[src/rtl/ptb_pkg.sv]
package ptb_pkg;
  typedef enum logic { BANK_A = 1'b0, BANK_B = 1'b1 } bank_sel_e;
endpackage

[src/rtl/ptb_bank_mem.sv]
module ptb_bank_mem #(
  parameter int DATA_W = 8,
  parameter int DEPTH  = 32,
  parameter int PTR_W  = 5
) (
  input  logic              clk,
  input  logic              we,
  input  logic [PTR_W-1:0]  waddr,
  input  logic [DATA_W-1:0] wdata,
  input  logic [PTR_W-1:0]  raddr,
  output logic [DATA_W-1:0] rdata
);
  logic [DATA_W-1:0] mem_q [DEPTH];

  // storage needs no reset: the counts gate every read
  always_ff @(posedge clk) begin
    if (we) begin
      mem_q[waddr] <= wdata;
    end
  end

  assign rdata = mem_q[raddr];
endmodule

[src/rtl/ptb_fill_ctrl.sv]
module ptb_fill_ctrl
  import ptb_pkg::*;
#(
  parameter int DEPTH = 32,
  parameter int CNT_W = 6,
  parameter int PTR_W = 5
) (
  input  logic             clk,
  input  logic             rst_n,
  input  logic             wr_valid,
  input  logic             seal_strobe,
  input  logic             drain_empty,
  output logic             wr_ready,
  output logic             wr_fire,
  output logic [PTR_W-1:0] waddr,
  output logic             fill_bank,
  output logic             swap,
  output logic [CNT_W-1:0] swap_cnt,
  output logic             dma_req
);
  localparam logic [CNT_W-1:0] FULL_CNT = CNT_W'(DEPTH);

  bank_sel_e        sel_q, sel_d;
  logic [CNT_W-1:0] cnt_q, cnt_d;
  logic             pend_q, pend_d;
  logic             dma_q, dma_d;
  logic             full;
  logic             state_en;

  assign full     = (cnt_q == FULL_CNT);
  assign wr_ready = !full && !pend_q;
  assign wr_fire  = wr_valid && wr_ready;
  assign swap     = drain_empty && (full || pend_q);
  assign swap_cnt = cnt_q;
  assign waddr    = cnt_q[PTR_W-1:0];
  assign fill_bank = (sel_q == BANK_B);
  assign dma_req  = dma_q;
  assign state_en = swap || wr_fire || seal_strobe;

  always_comb begin
    sel_d  = sel_q;
    cnt_d  = cnt_q;
    pend_d = pend_q;
    dma_d  = dma_q;
    if (swap) begin
      sel_d  = (sel_q == BANK_A) ? BANK_B : BANK_A;
      cnt_d  = '0;
      pend_d = 1'b0;
      if (full) begin
        dma_d = 1'b1;
      end
    end else begin
      if (wr_fire) begin
        cnt_d = cnt_q + CNT_W'(1);
        dma_d = 1'b0;
      end
      if (seal_strobe && ((cnt_q != '0) || wr_fire)) begin
        pend_d = 1'b1;
      end
    end
  end

  always_ff @(posedge clk or negedge rst_n) begin
    if (!rst_n) begin
      sel_q  <= BANK_A;
      cnt_q  <= '0;
      pend_q <= 1'b0;
      dma_q  <= 1'b1;
    end else if (state_en) begin
      sel_q  <= sel_d;
      cnt_q  <= cnt_d;
      pend_q <= pend_d;
      dma_q  <= dma_d;
    end
  end
endmodule

[src/rtl/ptb_drain_ctrl.sv]
module ptb_drain_ctrl #(
  parameter int CNT_W = 6,
  parameter int PTR_W = 5
) (
  input  logic             clk,
  input  logic             rst_n,
  input  logic             load,
  input  logic [CNT_W-1:0] load_cnt,
  input  logic             rd_ready,
  output logic             rd_valid,
  output logic [PTR_W-1:0] raddr,
  output logic             empty
);
  logic [CNT_W-1:0] cnt_q, cnt_d;
  logic [PTR_W-1:0] ptr_q, ptr_d;
  logic [CNT_W-1:0] ptr_ext;
  logic             rd_fire;
  logic             last;
  logic             state_en;

  assign empty    = (cnt_q == '0);
  assign rd_valid = !empty;
  assign raddr    = ptr_q;
  assign rd_fire  = rd_valid && rd_ready;
  assign ptr_ext  = CNT_W'(ptr_q);
  assign last     = ((ptr_ext + CNT_W'(1)) == cnt_q);
  assign state_en = load || rd_fire;

  always_comb begin
    cnt_d = cnt_q;
    ptr_d = ptr_q;
    if (load) begin
      cnt_d = load_cnt;
      ptr_d = '0;
    end else if (rd_fire) begin
      if (last) begin
        cnt_d = '0;
        ptr_d = '0;
      end else begin
        ptr_d = ptr_q + PTR_W'(1);
      end
    end
  end

  always_ff @(posedge clk or negedge rst_n) begin
    if (!rst_n) begin
      cnt_q <= '0;
      ptr_q <= '0;
    end else if (state_en) begin
      cnt_q <= cnt_d;
      ptr_q <= ptr_d;
    end
  end
endmodule

[src/rtl/pingpong_tx_buffer.sv]
module pingpong_tx_buffer #(
  parameter int DATA_W     = 8,
  parameter int BANK_DEPTH = 32
) (
  input  logic              clk,
  input  logic              rst_n,
  input  logic              wr_valid,
  input  logic [DATA_W-1:0] wr_data,
  output logic              wr_ready,
  input  logic              seal_strobe,
  output logic              rd_valid,
  output logic [DATA_W-1:0] rd_data,
  input  logic              rd_ready,
  output logic              dma_req
);
  localparam int CNT_W   = $clog2(BANK_DEPTH + 1);
  localparam int PTR_W   = (BANK_DEPTH > 1) ? $clog2(BANK_DEPTH) : 1;
  localparam int N_BANKS = 2;

  logic              wr_fire;
  logic [PTR_W-1:0]  waddr;
  logic [PTR_W-1:0]  raddr;
  logic              fill_bank;
  logic              swap;
  logic [CNT_W-1:0]  swap_cnt;
  logic              drain_empty;
  logic [DATA_W-1:0] bank_rdata [N_BANKS];

  ptb_fill_ctrl #(
    .DEPTH (BANK_DEPTH),
    .CNT_W (CNT_W),
    .PTR_W (PTR_W)
  ) u_fill (
    .clk         (clk),
    .rst_n       (rst_n),
    .wr_valid    (wr_valid),
    .seal_strobe (seal_strobe),
    .drain_empty (drain_empty),
    .wr_ready    (wr_ready),
    .wr_fire     (wr_fire),
    .waddr       (waddr),
    .fill_bank   (fill_bank),
    .swap        (swap),
    .swap_cnt    (swap_cnt),
    .dma_req     (dma_req)
  );

  ptb_drain_ctrl #(
    .CNT_W (CNT_W),
    .PTR_W (PTR_W)
  ) u_drain (
    .clk      (clk),
    .rst_n    (rst_n),
    .load     (swap),
    .load_cnt (swap_cnt),
    .rd_ready (rd_ready),
    .rd_valid (rd_valid),
    .raddr    (raddr),
    .empty    (drain_empty)
  );

  for (genvar b = 0; b < N_BANKS; b++) begin : g_bank
    logic bank_we;
    assign bank_we = wr_fire && (fill_bank == b[0]);

    ptb_bank_mem #(
      .DATA_W (DATA_W),
      .DEPTH  (BANK_DEPTH),
      .PTR_W  (PTR_W)
    ) u_mem (
      .clk   (clk),
      .we    (bank_we),
      .waddr (waddr),
      .wdata (wr_data),
      .raddr (raddr),
      .rdata (bank_rdata[b])
    );
  end

  assign rd_data = bank_rdata[!fill_bank];
endmodule

[config.mk]
export PLATFORM = sky130hd
export DESIGN_NAME = pingpong_tx_buffer
export DESIGN_NICKNAME = d
export VERILOG_FILES = /design/src/rtl/ptb_pkg.sv /design/src/rtl/ptb_bank_mem.sv /design/src/rtl/ptb_fill_ctrl.sv /design/src/rtl/ptb_drain_ctrl.sv /design/src/rtl/pingpong_tx_buffer.sv
export SDC_FILE = /design/constraint.sdc
export NUM_CORES = 1
export LEC_CHECK = 0
export BUFFER_PORTS_ARGS = -buffer_cell sky130_fd_sc_hd__clkbuf_2
export CAP_MARGIN = 20
export CORE_UTILIZATION = 25
export CTS_BUF_LIST = sky130_fd_sc_hd__clkbuf_2
export DETAILED_ROUTE_END_ITERATION = 16
export PLACE_DENSITY = 0.46
export SLEW_MARGIN = 10
export SYNTH_ARGS = -nofsm -noshare
export SYNTH_HDL_FRONTEND = slang
export SYNTH_SLANG_ARGS = --single-unit
[constraint.sdc]
create_clock -name clk -period 8 [get_ports clk]
set_clock_uncertainty 0.05 [all_clocks]
set_input_delay 1.6 -clock clk [delete_from_list [all_inputs] [get_ports clk]]
set_output_delay 1.6 -clock clk [all_outputs]
set_load 0.02 [all_outputs]
# Word-level counts from Yosys, hierarchy flattened
# Memories as Yosys holds them, arrays and structs flattened.
# Cells that the tools add are included.
[totals]
ramBits = 512
out_inout_bits = 11
wordCells = 66
n_memories = 2
reg_bits = 20
[memory_table]
columns = ["name", "words", "word_bits", "rd", "rd_clocked_by_memory_dff", "write_ports", "line_no", "text"]
rows = [
  ["g_bank[0].u_mem.mem_q", 32, 8, 1, 0, 1, "ptb_bank_mem.sv:13", "logic [DATA_W-1:0] mem_q [DEPTH];"],
  ["g_bank[1].u_mem.mem_q", 32, 8, 1, 0, 1, "ptb_bank_mem.sv:13", ""],
]
[op_classes]
order_cmp = 1
n_eq_ne = 3
mux = 21
bitwise_logic = 2
addsub = 3
n_reduce_logical = 28
[ops]
columns = ["cell", "count"]
rows = [
  ["2-to-1 mux 6 bit", 5],
  ["2-to-1 mux 8 bit", 3],
  ["2-to-1 mux 5 bit", 3],
  ["2-to-1 mux 1 bit", 10],
  ["AND reduction 2 bit", 4],
  ["nonzero test 2 bit", 4],
  ["logical AND 1 bit", 7],
  ["adder 5 x 1 -> 6 bit (second input constant)", 1],
  ["adder 6 x 1 -> 6 bit (second input constant)", 1],
  ["== test 6 bit", 1],
  ["== test 6 bit (second input constant)", 1],
  ["logical NOT 6 bit", 1],
  ["AND reduction 3 bit", 2],
  ["nonzero test 6 bit", 1],
  ["adder 5 x 1 -> 5 bit (second input constant)", 1],
  ["logical OR 1 bit", 5],
  ["logical NOT 1 bit", 4],
  [">= comparator 2 bit (second input constant)", 1],
  ["inequality test 2 bit (second input constant)", 1],
  ["inverter 1 -> 2 bit", 1],
  ["inverter 1 bit", 1],
]

# Depth between registers and ports, before layout
[logic_depth]
ltp_word = 8
ltp_mapped = 10
depth_no_buf = 7

# Hierarchy
# A second synthesis with hierarchy kept.
[hier_totals]
hier_cells = 972
area_unflattened_um2 = 21356.7
[by_module_without_submodules]
columns = ["module", "instances", "area_each_um2", "cells_each"]
rows = [
  ["ptb_bank_mem", 2, 9893.2, 409],
  ["ptb_drain_ctrl", 1, 759.5, 72],
  ["ptb_fill_ctrl", 1, 663.1, 71],
  ["pingpong_tx_buffer", 1, 147.6, 11],
]

# Worst setup path before layout
# No wires, ideal clock.
[synth_timing]
kind = "reg2out"
from = "register u_drain.ptr_q[1], in the netlist u_drain.raddr[1]"
to = "output port rd_data[6]"
path_stages_with_launch = 8
t_required_ns = 6.350
slack_ns = 4.092
arrival_ns = 2.258
path_cell_list = "dfrtp_1 -> buf_2 -> buf_4 -> buf_2 -> clkbuf_1 -> nand2b_1 -> o22ai_1 -> o41ai_1"
[synth_via]
elab_chain_cells = 4
word_cells_on_any_way = 5
classes_between = "mux (3); memory (2)"
[synth_lines]
columns = ["element", "line_no", "text"]
rows = [
  ["start, declared", "ptb_drain_ctrl.sv:15", "logic [PTR_W-1:0] ptr_q, ptr_d;"],
  ["start signal, assigned", "ptb_drain_ctrl.sv:51", "ptr_q <= ptr_d;"],
  ["memory read (32 x 8 bit)", "--", ""],
  ["2-to-1 mux 8 bit (implied by the code) (*) (3 in a row)", "pingpong_tx_buffer.sv:80", "assign rd_data = bank_rdata[!fill_bank];"],
  ["end, declared", "pingpong_tx_buffer.sv:12", "output logic [DATA_W-1:0] rd_data,"],
]
# Mark *: on every way between the ends. The rest lies on a longest branch, timed or not. The select of a mux whose other input is x is not followed.

# Worst setup path after layout
[layout_timing]
from = "register u_drain.ptr_q[0], in the netlist u_drain.raddr[0]"
to = "output port rd_data[7]"
# Same word-level chain as after synthesis.

==> reports/metrics.yaml <==
die_width_um: 292
dr_total_vias: 10700
worst_margin_slew_ns: 1.07
floorplan.rows: 106
synth_ff_type: "sky130_fd_sc_hd__edfxtp_1"
rsz0062_at_grt: "no"
cts_inserted_buffers: 142
cells_taking_the_most_area_after_synthesis: "sky130_fd_sc_hd__edfxtp_1 73%, sky130_fd_sc_hd__mux4_2 13%, sky130_fd_sc_hd__dfrtp_1 2.3%"
post-route-util: 0.283
library_cells_used_by_synthesis: 55
postSynthAreaPerCell_sq_um: 20.3
fp.dieH_um: 292
yosysWarnings: 0
worstPathMaxFanout: 45
clk_latency_ns: 1.33
report.final.setup_viol: 0
routedWlPerCell_um: 22.5
grt_first_pass_wirelength_um: 78800
final.min_clock_period_ns: 6.48
number_of_buffers_between_clock_root_and_the_deepest_sink: 3
slew-limit-headroom: 0.284
cellPowerDensity_nw_per_um2: 290
yosys.cell_count.top_type: "sky130_fd_sc_hd__edfxtp_1"
synthesis.area_sq_um: 21100
antenna_found_initial: 2
clock_sinks: 532
postSynthCellCount: 1041
period_utilization_post_route: 0.810
achievable_freq_mhz: 154
gpl.final_weighted_congestion: 0.760
pin_count_of_the_biggest_net_entering_global_routing: 65
tritoncts: "yes"
power_leakage_uw: 0.00735
min_path_type: "register to register"
post-route-drc-count: 0
synth_area_leader_cell: "sky130_fd_sc_hd__edfxtp_1"
synth_edf_count: 512
timing_worst_setup_path_type: "register to output port"
design.final.nets: 1193
grt_remaining_overflow: 0
post_route_cells_drive_above_1_share: 0.312
ys_ff_latch: 532
i_o_pin_count: 24
outcome: "finished clean"
final.setup.tns_ns: 0
viasPerCell: 4.56
worst_ep_required_time_ns: 6.35
globalRouteTotalUtil: 0.127
htreeDepth: 4
worstPathArrival_ns: 4.83
via_count_of_the_first_global_routing_pass: 11500
post_cts_resized: 0
yosysSeqAreaShare: 0.753
place.detailed.hpwl_um: 31800
max-vdd-ir-drop_v: 0.000139
max_cap_viol_count: 0
total_routed_length_um: 53000
core_area_sq_um: 83600
hold_violations: 0
numPortBuffers: 23
dr.first_iter.drc_count: 783
cts-root-buf: "sky130_fd_sc_hd__clkbuf_2"
yosys.area.top_type_share: 0.729
synthToLayoutAreaGrowth_pct: 12.1
postSynth.asyncResetShare: 0.0376
start_util: 0.252
drt_first_pass_iters: 5
dieArea_sq_um: 85500
setup.worst_path.start_class: "register"
setup.worst_path.end_class: "output port"
cts_clock_pin_slew_for_the_worst_setup_and_hold_paths_ns: 0.09
final_antenna_net_count: 0
syn_nets: 1059
drv_slew: 0
synth_commonest_cells: "512 x sky130_fd_sc_hd__edfxtp_1, 120 x sky130_fd_sc_hd__mux4_2, 77 x sky130_fd_sc_hd__nor2_1"
[routing by layer]
metal  share of wire  track usage  wire length (um)  vias up
met1            0.46        0.173             24300     5643
met2            0.47        0.194             24700      346
met3           0.059       0.0398              3130       80
met5               0            0                 0        -
li1                -            -                 -     4660
met4           0.017       0.0393               876        0
[placed cells by master (no fill, tap or decap), types with 7 or more instances in the layout]
cell type,instances
sky130_fd_sc_hd__a22oi_1,10
sky130_fd_sc_hd__nand2_1,30
sky130_fd_sc_hd__buf_4,23
sky130_fd_sc_hd__mux4_2,120
sky130_fd_sc_hd__clkinv_1,25
sky130_fd_sc_hd__mux2i_1,22
sky130_fd_sc_hd__clkbuf_2,218
sky130_fd_sc_hd__dfrtp_1,15
sky130_fd_sc_hd__nor2b_1,16
sky130_fd_sc_hd__nand2b_1,11
sky130_fd_sc_hd__or3_1,7
sky130_fd_sc_hd__xor2_1,7
sky130_fd_sc_hd__o22ai_1,12
sky130_fd_sc_hd__a22o_1,10
sky130_fd_sc_hd__o21ai_0,7
sky130_fd_sc_hd__edfxtp_1,512
sky130_fd_sc_hd__nor2_1,77
sky130_fd_sc_hd__a21oi_1,12
sky130_fd_sc_hd__a31oi_1,11
sky130_fd_sc_hd__nand3_1,17
[state kept, by name (all words and copies together) (netlist names)]
register	cells
g_bank.u_mem.mem_q	512
u_drain.cnt_q	6
u_fill.swap_cnt	6
u_drain.raddr	5
u_fill.dma_req	1
u_fill.fill_bank	1
u_fill.pend_q	1
[power breakdown]
part	leakage (uW)	internal, uW	switching (uW)
logic	0.00156	745	980
clock network	0.000927	728	1120
registers	0.00486	3110	166
total	0.00735	4580	2270
[path summary, 6_finish.rpt]
path,slack [ns],end,start,cells past startpoint
max in group asynchronous,6.68,u_drain.raddr[2],rst_n,2
worst min register to register,0.47,u_fill.pend_q,u_fill.pend_q,2
worst max register to register,4.11,g_bank[1].u_mem.mem_q[26][2],u_fill.swap_cnt[0],6
min in group asynchronous,0.77,u_drain.raddr[1],rst_n,2
worst max-delay path,1.52,rd_data[7],u_drain.raddr[0],7
worst min-delay path,0.47,u_fill.pend_q,u_fill.pend_q,2
[metrics by stage]
stage	hold WS, ns	setup WS [ns]	instances	total power, uW	instance area, sq um
6_report	0.467	1.52	2353	6850	23700
5_1_grt	0.513	1.09	2353	7220	23700
4_1_cts	0.448	1.13	2347	6970	23600
3_5_place_dp	0.446	2.69	2109	5100	22400
3_3_place_gp	0.439	2.72	2106	5100	22400
2_1_floorplan	0.413	4.09	1041	4520	21100
[area by class of cell]
type | count | area [sq um]
antenna | 5 | 12.5
timing repair buffer | 49 | 329
multi-input combinational | 448 | 4840
fill | 8367 | 59900
tap | 1080 | 1350
clock inverter | 42 | 251
sequential | 532 | 15900
clock buffer | 195 | 976
inverter | 2 | 7.51
[critical path: stages (launching register included)]
cell	delay, ns
sky130_fd_sc_hd__dfrtp_4	1.02
sky130_fd_sc_hd__buf_4	0.48
sky130_fd_sc_hd__mux4_2	0.56
sky130_fd_sc_hd__mux2i_1	0.26
sky130_fd_sc_hd__a21oi_1	0.14
sky130_fd_sc_hd__o31ai_1	0.52
sky130_fd_sc_hd__o41ai_1	0.27
sky130_fd_sc_hd__clkbuf_2	0.22
[cells by family after synthesis]
kind of cell / synth area share
flops: 0.753
simple gates: 0.0415
buf+inv: 0.0182
compound gates: 0.0334
mux: 0.146
xor+xnor: 0.00498
fa+ha+maj: 0.00297
[what timing repair did]
action | 4_1_cts | 5_1_grt
buffers inserted | 0 | 0
hold endpoints to repair | 3 | 0
hold buffers | 1 | 0
(Power assumes the default switching activity.)
